<file path="config.mk">
export PLATFORM = sky130hd
export DESIGN_NAME = spd_prot_unit
export DESIGN_NICKNAME = d
export VERILOG_FILES = /design/src/rtl/spd_prot_pkg.sv /design/src/rtl/spd_cmd_decode.sv /design/src/rtl/spd_prot_flags.sv /design/src/rtl/spd_page_reg.sv /design/src/rtl/spd_cmd_seq.sv /design/src/rtl/spd_prot_unit.sv
export SDC_FILE = /design/constraint.sdc
export NUM_CORES = 1
export LEC_CHECK = 0
export BUFFER_PORTS_ARGS = -buffer_cell sky130_fd_sc_hd__buf_2
export CORE_ASPECT_RATIO = 0.9
export CORE_UTILIZATION = 35
export CTS_CLUSTER_DIAMETER = 200
export DETAILED_ROUTE_END_ITERATION = 6
export HOLD_SLACK_MARGIN = 0.08
export SLEW_MARGIN = 25
export SYNTH_ARGS = -nofsm -noshare
export SYNTH_HDL_FRONTEND = slang
export SYNTH_HIERARCHICAL = 1
export SYNTH_SLANG_ARGS = --single-unit
</file>
<file path="constraint.sdc">
create_clock -name clk -period 1.8 [get_ports clk]
set_input_delay 0.36 -clock clk [delete_from_list [all_inputs] [get_ports clk]]
set_output_delay 0.36 -clock clk [all_outputs]
set_load 0.05 [all_outputs]
</file>
<file path="src/rtl/spd_prot_pkg.sv">
package spd_prot_pkg;
   localparam int unsigned NUM_BLK = 4;
   localparam int unsigned BLK_W   = $clog2(NUM_BLK);

   typedef enum logic [2:0] {
      OP_SETP,
      OP_CLRP,
      OP_RDST,
      OP_PG0,
      OP_PG1,
      OP_RDPG,
      OP_RSV
   } op_e;

   typedef enum logic [2:0] {
      CTX_IDLE,
      CTX_SET,
      CTX_CLR,
      CTX_PAGE,
      CTX_REJ
   } ctx_e;

   typedef struct packed {
      logic             ours;
      op_e              op;
      logic [BLK_W-1:0] blk;
   } dec_s;
endpackage

</file>
<file path="src/rtl/spd_cmd_decode.sv">
module spd_cmd_decode
   import spd_prot_pkg::*;
#(
   parameter logic [3:0] TYPE_CODE = 4'b0110
) (
   input  logic [7:0] sel_byte,
   output dec_s       dec
);
   logic [2:0] code;
   logic       rd;

   assign code = sel_byte[3:1];
   assign rd   = sel_byte[0];

   always_comb begin
      dec.ours = (sel_byte[7:4] == TYPE_CODE);
      dec.op   = OP_RSV;
      dec.blk  = '0;
      // block order is not binary: the code-to-block map is fixed
      unique case (code)
         3'b001: begin dec.blk = BLK_W'(0); dec.op = rd ? OP_RDST : OP_SETP; end
         3'b100: begin dec.blk = BLK_W'(1); dec.op = rd ? OP_RDST : OP_SETP; end
         3'b101: begin dec.blk = BLK_W'(2); dec.op = rd ? OP_RDST : OP_SETP; end
         3'b000: begin dec.blk = BLK_W'(3); dec.op = rd ? OP_RDST : OP_SETP; end
         3'b011: dec.op = rd ? OP_RSV : OP_CLRP;
         3'b110: dec.op = rd ? OP_RDPG : OP_PG0;
         3'b111: dec.op = rd ? OP_RSV : OP_PG1;
         default: dec.op = OP_RSV;
      endcase
   end
endmodule

</file>
<file path="src/rtl/spd_prot_flags.sv">
module spd_prot_flags
   import spd_prot_pkg::*;
#(
   parameter int unsigned N_BLK = NUM_BLK
) (
   input  logic             clk,
   input  logic             por_n,
   input  logic             apply,
   input  logic             apply_clr,
   input  logic [BLK_W-1:0] apply_blk,
   output logic [N_BLK-1:0] flags
);
   if (N_BLK != NUM_BLK) begin : g_bad_cnt
      $error("spd_prot_flags: block count must match the select encoding");
   end

   for (genvar gi = 0; gi < N_BLK; gi++) begin : g_flag
      always_ff @(posedge clk or negedge por_n) begin
         if (!por_n)
            flags[gi] <= 1'b0;
         else if (apply && apply_clr)
            flags[gi] <= 1'b0;
         else if (apply && (apply_blk == BLK_W'(gi)))
            flags[gi] <= 1'b1;
      end
   end


   flags_hold_chk: assert property (@(posedge clk) disable iff (!por_n)
      !$past(apply) |-> $stable(flags));


   clr_all_chk: assert property (@(posedge clk) disable iff (!por_n)
      $past(apply && apply_clr) |-> (flags == '0));
endmodule

</file>
<file path="src/rtl/spd_page_reg.sv">
module spd_page_reg (
   input  logic clk,
   input  logic rst_n,
   input  logic load,
   input  logic val,
   output logic page
);
   always_ff @(posedge clk or negedge rst_n) begin
      if (!rst_n)
         page <= 1'b0;
      else if (load)
         page <= val;
   end


   page_hold_chk: assert property (@(posedge clk) disable iff (!rst_n)
      !$past(load) |-> $stable(page));
endmodule

</file>
<file path="src/rtl/spd_cmd_seq.sv">
module spd_cmd_seq
   import spd_prot_pkg::*;
#(
   parameter int unsigned N_BLK     = NUM_BLK,
   parameter int unsigned MIN_BYTES = 2
) (
   input  logic             clk,
   input  logic             rst_n,
   input  logic             sel_stb,
   input  dec_s             dec,
   input  logic             byte_stb,
   input  logic             stop_stb,
   input  logic             hv_det,
   input  logic             wcyc_done,
   input  logic [N_BLK-1:0] prot_map,
   input  logic             page_hi,
   output logic             page_load,
   output logic             page_val,
   output logic             apply,
   output logic             apply_clr,
   output logic [BLK_W-1:0] apply_blk,
   output logic             resp_vld,
   output logic             resp_ack,
   output logic             wcyc_start
);
   localparam int unsigned CNT_W = $clog2(MIN_BYTES + 1);

   if (MIN_BYTES < 1) begin : g_bad_min
      $error("spd_cmd_seq: MIN_BYTES must be at least one");
   end

   ctx_e             ctx_q, sel_ctx;
   logic [BLK_W-1:0] blk_q, pblk_q;
   logic [CNT_W-1:0] cnt_q;
   logic             hv_q, busy_q, pclr_q;
   logic             sel_ack, byte_ack, cnt_full, go_write, is_wr_ctx;

   always_comb begin
      sel_ack   = 1'b0;
      sel_ctx   = CTX_REJ;
      page_load = 1'b0;
      page_val  = 1'b0;
      if (!busy_q) begin
         unique case (dec.op)
            OP_SETP: if (hv_det && !prot_map[dec.blk]) begin
                        sel_ack = 1'b1;
                        sel_ctx = CTX_SET;
                     end
            OP_CLRP: if (hv_det) begin
                        sel_ack = 1'b1;
                        sel_ctx = CTX_CLR;
                     end
            OP_RDST: sel_ack = !prot_map[dec.blk];
            OP_PG0,
            OP_PG1:  begin
                        sel_ack   = 1'b1;
                        sel_ctx   = CTX_PAGE;
                        page_load = sel_stb && dec.ours;
                        page_val  = (dec.op == OP_PG1);
                     end
            OP_RDPG: sel_ack = !page_hi;
            default: sel_ack = 1'b0;
         endcase
      end
   end

   assign is_wr_ctx = (ctx_q == CTX_SET) || (ctx_q == CTX_CLR);
   assign byte_ack  = (ctx_q == CTX_PAGE) || (is_wr_ctx && hv_q && hv_det);
   assign cnt_full  = (cnt_q == CNT_W'(MIN_BYTES));
   assign go_write  = is_wr_ctx && cnt_full && hv_q && hv_det;

   assign apply     = busy_q && wcyc_done;
   assign apply_clr = pclr_q;
   assign apply_blk = pblk_q;

   always_ff @(posedge clk or negedge rst_n) begin
      if (!rst_n) begin
         ctx_q      <= CTX_IDLE;
         blk_q      <= '0;
         cnt_q      <= '0;
         hv_q       <= 1'b0;
         busy_q     <= 1'b0;
         pclr_q     <= 1'b0;
         pblk_q     <= '0;
         resp_vld   <= 1'b0;
         resp_ack   <= 1'b0;
         wcyc_start <= 1'b0;
      end else begin
         resp_vld   <= 1'b0;
         resp_ack   <= 1'b0;
         wcyc_start <= 1'b0;
         if (apply)
            busy_q <= 1'b0;
         if (sel_stb) begin
            if (dec.ours) begin
               resp_vld <= 1'b1;
               resp_ack <= sel_ack;
               ctx_q    <= sel_ctx;
               blk_q    <= dec.blk;
               cnt_q    <= '0;
               hv_q     <= hv_det;
            end else begin
               ctx_q <= CTX_IDLE;
            end
         end else if (byte_stb) begin
            if (ctx_q != CTX_IDLE) begin
               resp_vld <= 1'b1;
               resp_ack <= byte_ack;
               hv_q     <= hv_q && hv_det;
               if (!cnt_full)
                  cnt_q <= cnt_q + CNT_W'(1);
            end
         end else if (stop_stb) begin
            ctx_q <= CTX_IDLE;
            if (go_write) begin
               wcyc_start <= 1'b1;
               busy_q     <= 1'b1;
               pclr_q     <= (ctx_q == CTX_CLR);
               pblk_q     <= blk_q;
            end
         end
      end
   end


   resp_pulse_chk: assert property (@(posedge clk) disable iff (!rst_n)
      resp_vld |-> $past(sel_stb || byte_stb));


   busy_nack_chk: assert property (@(posedge clk) disable iff (!rst_n)
      (busy_q && sel_stb) |=> !resp_ack);


   start_after_stop_chk: assert property (@(posedge clk) disable iff (!rst_n)
      wcyc_start |-> $past(stop_stb));


   start_needs_hv_chk: assert property (@(posedge clk) disable iff (!rst_n)
      wcyc_start |-> $past(hv_det));
endmodule

</file>
<file path="src/rtl/spd_prot_unit.sv">
module spd_prot_unit
   import spd_prot_pkg::*;
#(
   parameter logic [3:0]  TYPE_CODE    = 4'b0110,
   parameter int unsigned MIN_WR_BYTES = 2
) (
   input  logic               clk,
   input  logic               por_n,
   input  logic               rst_n,
   input  logic               sel_stb,
   input  logic [7:0]         sel_byte,
   input  logic               byte_stb,
   input  logic               stop_stb,
   input  logic               hv_det,
   input  logic               wcyc_done,
   output logic               resp_vld,
   output logic               resp_ack,
   output logic               wcyc_start,
   output logic [NUM_BLK-1:0] prot_map,
   output logic               page_hi
);
   if (TYPE_CODE == 4'b1010) begin : g_bad_type
      $error("spd_prot_unit: type code collides with the array class");
   end

   dec_s             dec;
   logic             page_load, page_val, apply, apply_clr;
   logic [BLK_W-1:0] apply_blk;

   spd_cmd_decode #(.TYPE_CODE(TYPE_CODE)) i_dec (
      .sel_byte (sel_byte),
      .dec      (dec)
   );

   spd_cmd_seq #(.N_BLK(NUM_BLK), .MIN_BYTES(MIN_WR_BYTES)) i_seq (
      .clk        (clk),
      .rst_n      (rst_n),
      .sel_stb    (sel_stb),
      .dec        (dec),
      .byte_stb   (byte_stb),
      .stop_stb   (stop_stb),
      .hv_det     (hv_det),
      .wcyc_done  (wcyc_done),
      .prot_map   (prot_map),
      .page_hi    (page_hi),
      .page_load  (page_load),
      .page_val   (page_val),
      .apply      (apply),
      .apply_clr  (apply_clr),
      .apply_blk  (apply_blk),
      .resp_vld   (resp_vld),
      .resp_ack   (resp_ack),
      .wcyc_start (wcyc_start)
   );

   spd_prot_flags #(.N_BLK(NUM_BLK)) i_flags (
      .clk       (clk),
      .por_n     (por_n),
      .apply     (apply),
      .apply_clr (apply_clr),
      .apply_blk (apply_blk),
      .flags     (prot_map)
   );

   spd_page_reg i_page (
      .clk   (clk),
      .rst_n (rst_n),
      .load  (page_load),
      .val   (page_val),
      .page  (page_hi)
   );


   ack_needs_vld_chk: assert property (@(posedge clk) disable iff (!rst_n)
      resp_ack |-> resp_vld);


   foreign_silent_chk: assert property (@(posedge clk) disable iff (!rst_n)
      (sel_stb && (sel_byte[7:4] != TYPE_CODE)) |=> !resp_vld);
endmodule

</file>
Yosys cells after proc, flatten, opt, wreduce, memory -nomap -nowiden
Cells that the tools add are included.
{ "totals": {"elab_cells": 135, "regBits": 20, "output_inout_bits": 8, "inputBits": 16} }
{ "op_classes": {"order_cmp": 1, "eq_ne": 22, "n_reduce_logical": 36, "n_addsub": 1, "bitwise": 2, "muxes": 58} }
{ "ops": {"columns": ["operator", "n"], "rows": [
  ["1-bit two-way mux", 37],
  ["3-bit two-way mux", 9],
  ["3-bit == test, second input constant", 6],
  ["3-bit by 2-bit == test with 1-bit output, second input constant", 5],
  ["1-bit logical AND", 14],
  ["2-bit two-way mux", 7],
  ["2-bit nonzero test", 7],
  ["3-bit case mux with 4 select lines", 1],
  ["3-bit by 1-bit == test with 1-bit output, second input constant", 3],
  ["3-bit case mux with 3 select lines", 1],
  ["4-bit AND reduction", 2],
  ["2-bit == test, second input constant", 3],
  ["3-bit zero test", 2],
  ["2-bit case mux with 3 select lines", 1],
  ["1-bit case mux with 5 select lines", 1],
  ["4-bit by 3-bit == test with 1-bit output, second input constant", 1],
  ["2-bit inequality test, second input constant", 2],
  ["2-bit AND reduction", 2],
  ["4-bit OR reduction", 1],
  ["2-bit by 3-bit less-than comparator with 1-bit output, second input constant", 1],
  ["3-bit AND reduction", 1],
  ["3-bit nonzero test", 1],
  ["2-bit by 1-bit adder with 2-bit output, second input constant", 1],
  ["1-bit binary-select mux with 2-bit select", 1],
  ["7 further kinds", 10]
]} }

Logic depth before layout (Yosys ltp)
{ "depth": {"word_depth": 11, "ltp_mapped": 6, "ltp_nobuf": 6} }

Hierarchy
Netlist, hierarchy kept.
{ "modules_own_cells": {"columns": ["mod", "cells_per_inst", "n_inst", "seq_area_each_um2", "area_each_um2"], "rows": [
  ["spd_cmd_seq", 80, 1, 375.4, 789.5],
  ["spd_prot_flags", 13, 1, 100.1, 162.7],
  ["spd_cmd_decode", 12, 1, 0.0, 83.8],
  ["spd_page_reg", 2, 1, 25.0, 40.0]
]} }

Least setup slack after synthesis
OpenSTA, ideal clock, no wires.
{ "synth_timing": {"kind": "register -> register", "start": "register i_flags.flags[3]", "end": "register i_seq.ctx_q[2]", "setup_ps": 122, "t_required_ps": 1678, "arrival_ps": 1541, "period_less_slack_ps": 1662, "path_stages_with_launch": 5, "n_path_buf": 0, "slack_ps": 138, "cell_sequence": "dfrtp_1 > mux4_2 > a21oi_1 > o21ai_1 > a32o_1"} }
{ "synth_between": {"elab_chain_len": 9} }
{ "synth_lines": {"columns": ["item", "line", "source"], "rows": [
  ["from (decl)", "spd_prot_flags.sv:11", "output logic [N_BLK-1:0] flags"],
  ["from (signal, indexed assignment)", "spd_prot_flags.sv:20", "flags[gi] <= 1'b0;"],
  ["from (signal, indexed assignment)", "spd_prot_flags.sv:22", "flags[gi] <= 1'b0;"],
  ["from (signal, indexed assignment)", "spd_prot_flags.sv:24", "flags[gi] <= 1'b1;"],
  ["1-bit binary-select mux with 2-bit select", "spd_cmd_seq.sv:45", "OP_SETP: if (hv_det && !prot_map[dec.blk]) begin"],
  ["1-bit two-way mux (implied by the code)", "spd_cmd_seq.sv:45", null],
  ["1-bit zero test", "spd_cmd_seq.sv:45", null],
  ["1-bit logical AND", "spd_cmd_seq.sv:45", null],
  ["3-bit two-way mux", "spd_cmd_seq.sv:45", null],
  ["3-bit case mux with 3 select lines", "spd_cmd_seq.sv:44", "unique case (dec.op)"],
  ["3-bit two-way mux", "spd_cmd_seq.sv:43", "if (!busy_q) begin"],
  ["3-bit two-way mux", "spd_cmd_seq.sv:95", "if (dec.ours) begin"],
  ["3-bit two-way mux", "spd_cmd_seq.sv:94", "if (sel_stb) begin"],
  ["to (signal assigned)", "spd_cmd_seq.sv:98", "ctx_q <= sel_ctx;"],
  ["to (decl)", "spd_cmd_seq.sv:32", "ctx_e ctx_q, sel_ctx;"]
]} }
No other way between the ends. The select of a mux whose other input is x is not followed.
A chain may end at the register's enable or synchronous reset.

==> summary.md <==
| Metric | Value |
|---|---|
| Die Y | `roughly 55 microns` |
| Syn nets | `124` |
| NumNets Final | `approximately 160` |
| Share of layout cells above drive strength 1 | `between 20 and 30%` |
| Total wire length | `about 2300 microns` |
| Netlist area before placement | `1076 sq um` |
| Post-route ant nets | `0` |
| CP Class | `in -> reg` |
| Max-Cap Viols | `0` |
| Final Worst Setup Slack | `around 0.25 ns` |
| CTS clk-pin slew, worst paths | `around 0.11 ns` |
| Tightest Hold Check Type | `in -> reg` |
| GRT Overall Usage | `16.47%` |
| FP Rows | `18` |
| Ys flop type | `dfrtp_1` |
| CTS tree | `done` |
| Worst-Skew Late Latency | `about 0.3 ns` |
| Max Buffers Root-to-Sink | `2` |
| Synthesis-to-finish area growth | `24.07%` |
| Setup WS pre-CTS | `-0.09313 ns` |
| Power, Total | `around 0.93 mW` |
| Clock Skew | `around 0.00045 ns` |
| CP Max Fanout | `4` |
| H-tree depth | `1` |
| Distinct cell type count after synthesis | `35` |
| FF+latch count, synth | `20` |
| Mean Syn Cell Area | `approximately 10 sq um` |
| Vias in the first global route | `888` |
| P_int | `a little under 0.7 mW` |
| Peak supply drop | `approximately 0.44 mV` |
| Mapped Cells | `107` |
| Synth async-reset ratio | `100.0%` |
| Final hold vios | `0` |
| Top cell type's share of synthesized area | `between 40% and 50%` |
| Most numerous cell in the Yosys netlist | `dfrtp_1` |
| WP data required | `2.00 ns` |
| Switching Share | `27.06%` |
| Status | `finished clean` |
| Clock Power Share | `28.2%` |
| Inserted Diodes | `0` |
| Die area | `3300 sq um` |
| Gpl congestion | `~0.8` |
| Core ar. | `around 2800 sq um` |
| Power Density | `around 700 nW/um^2` |
| Yosys warning count | `6` |
| Worst setup EP type | `register` |
| CTS sink count | `20` |
| I/O pin count | `24` |
| Drt wl/cell | `12.85 microns` |
| Root Buffer | `clkbuf_4` |
| Yosys top cell by area | `dfrtp_1` |
| CP Cell Sequence | `buf_2 > xor2_1 > nor2_1 > mux4_2 > a21oi_1 > o21ai_1 > a32o_1` |
| Largest net degree at the start of global routing | `17` |
| Initial antenna violation count | `0` |
| DR pass1 iterations | `4` |
| Most frequent cells after synthesis | `dfrtp_1, nand2_1, nor2_1` |
| Pleak | `0.6636 nW` |
| Via density per instance | `between 5 and 6` |
| Fmax | `roughly 0.64 GHz` |
| Inserted Clock Buffers | `3` |
| Area contributors post-synth | `dfrtp_1, mux2_2, a21oi_1` |
| Comb pwr share | `between 10% and 20%` |
| Initial DRC Count | `29` |
| Vias after detailed routing | `roughly 910` |
| Drt drc | `0` |
| Initial core utilization | `a little under two fifths` |
| Global route overflow | `0` |
| RSZ-0062 raised after global routing | `false` |
| Final critical-path share of the clock period | `a little under nine tenths` |
| Global-route wire length before repair | `about 3900 microns` |
| Slew Limit Fails | `0` |
| Slowest cell on crit path | `mux4_2` |
| Seq/Total Area, Yosys | `46.51%` |
| Slew HR | `about 77%` |
| Die Width | `between 60 and 70 microns` |
| P_sw | `0.2519 mW` |
| CP Launch Type | `primary input` |
| Arr. time, crit path | `about 1.8 ns` |
| PortBufs | `23` |
| Final Setup Violations | `0` |
| Actual slew at the worst max-slew pin | `approximately 0.35 ns` |
| Post-synth EDFFs | `0` |
| Final min period | `1.552 ns` |
| CP max stage delay | `about 0.36 ns` |
| Hpwl dp | `1835 microns` |
| Sequential cell fraction of total power | `a little over half` |
metal layers:
layer	vias to the layer above	routed length [microns]	track usage [%]
met5	-	0	0
met3	2	129	5.201
met2	25	1063	27.47
met1	433	1116	20.06
met4	0	17	6.061
li1	451	-	-
power groups by stage:
| stage | Sequential, mW | Combinational [mW] | Clock [mW] |
|---|---|---|---|
| 2_1_floorplan | 0.517 | 0.0916 | 0 |
| 3_3_place_gp | 0.506 | 0.163 | 0 |
| 3_5_place_dp | 0.507 | 0.169 | 0 |
| 4_1_cts | 0.499 | 0.172 | 0.275 |
| 5_1_grt | 0.504 | 0.193 | 0.297 |
| 6_report | 0.498 | 0.170 | 0.262 |
flip-flops by register name (all words and copies together), names as in the netlist:
register	flops
i_seq/apply_clr	1
i_seq/wcyc_start	1
i_seq/cnt_q	2
i_seq/hv_q	1
i_page/page	1
i_flags/flags	4
i_seq/apply_blk	2
i_seq/busy_q	1
i_seq/ctx_q	3
i_seq/resp_vld	1
i_seq/blk_q	2
i_seq/resp_ack	1
per-stage QoR:
stage / TNS (ns) / hold slack, ns / instances / util (%) / cell area (sq um)
after CTS: 0 / 0.2315 / 181 / 47.05 / 1335
after global placement: -0.005991 / 0.1675 / 175 / 45.06 / 1279
after global routing: 0 / 0.2251 / 181 / 47.05 / 1335
after detailed placement: -0.1722 / 0.1690 / 175 / 45.06 / 1279
after floorplan: 0 / 0.06441 / 107 / - / 1076
final: 0 / 0.2378 / 181 / 47.05 / 1335
final cells by class:
| class | instances | area (sq um) |
|---|---|---|
| Fill cell | 289 | 1503 |
| Multi-Input combinational cell | 81 | 553.0 |
| Sequential cell | 20 | 500.5 |
| Timing Repair Buffer | 30 | 172.7 |
| Tap cell | 40 | 50.05 |
| Clock buffer | 4 | 36.28 |
| Inverter | 6 | 22.52 |
repair_timing:
item / 4_1_cts / 5_1_grt
gates resized for setup: 0 / 0
setup buffers: 0 / 0
endpoints found under the hold margin: 20 / 0
hold buffers: 2 / 0
final timing paths:
| check | slack (ns) | cells past startpoint | end | start |
|---|---|---|---|---|
| max | 0.25 | 7 | i_seq/ctx_q[2] | sel_byte[3] |
| max reg2reg | 0.28 | 4 | i_seq/ctx_q[2] | i_flags/flags[3] |
| max in group asynchronous | 1.06 | 2 | i_seq/wcyc_start | rst_n |
| min reg2reg | 0.49 | 1 | i_seq/cnt_q[0] | i_seq/cnt_q[0] |
| min | 0.24 | 2 | i_seq/busy_q | wcyc_done |
| min in group asynchronous | 0.36 | 2 | i_flags/flags[0] | por_n |
worst max-delay path, delay by kind of cell:
| kind | cells | cell delay [ns] |
|---|---|---|
| AO/OA/AOI/OAI | 3 | 0.49 |
| XOR/XNOR | 1 | 0.17 |
| buffers and inverters | 1 | 0.12 |
| multiplexers | 1 | 0.36 |
| AND/OR/NAND/NOR | 1 | 0.26 |
kinds of logic (layout without fill, tap and decap cells):
kind of cell	after synthesis	count (layout)	share of synthesized area [%]
and+or+nand+nor	39	39	19.42
AOI/OAI and AO/OA	28	28	16.63
DFF	20	20	46.51
muxes	10	10	11.63
buffers and inverters	6	40	2.093
adders and majority gates	2	2	2.093
xor gates and xnor gates	2	2	1.628
placed cells by master, fill, tap and decap left out, types with 2 or more instances in the layout:
cell type and count:
buf_2 23, dfrtp_1 20, nor2_1 10, nand2_1 10
a21oi_1 8, inv_1 6, mux2_2 6, buf_4 5
o21ai_0 5, o21a_1 4, clkbuf_4 3, and2_1 3
nand3_1 3, dlygate4sd3_1 2, xor2_1 2, nand2b_1 2
nor2b_1 2, and3b_1 2, a211oi_1 2, mux2i_1 2
a21boi_0 2
No activity file was read; power rests on OpenSTA's default activity.
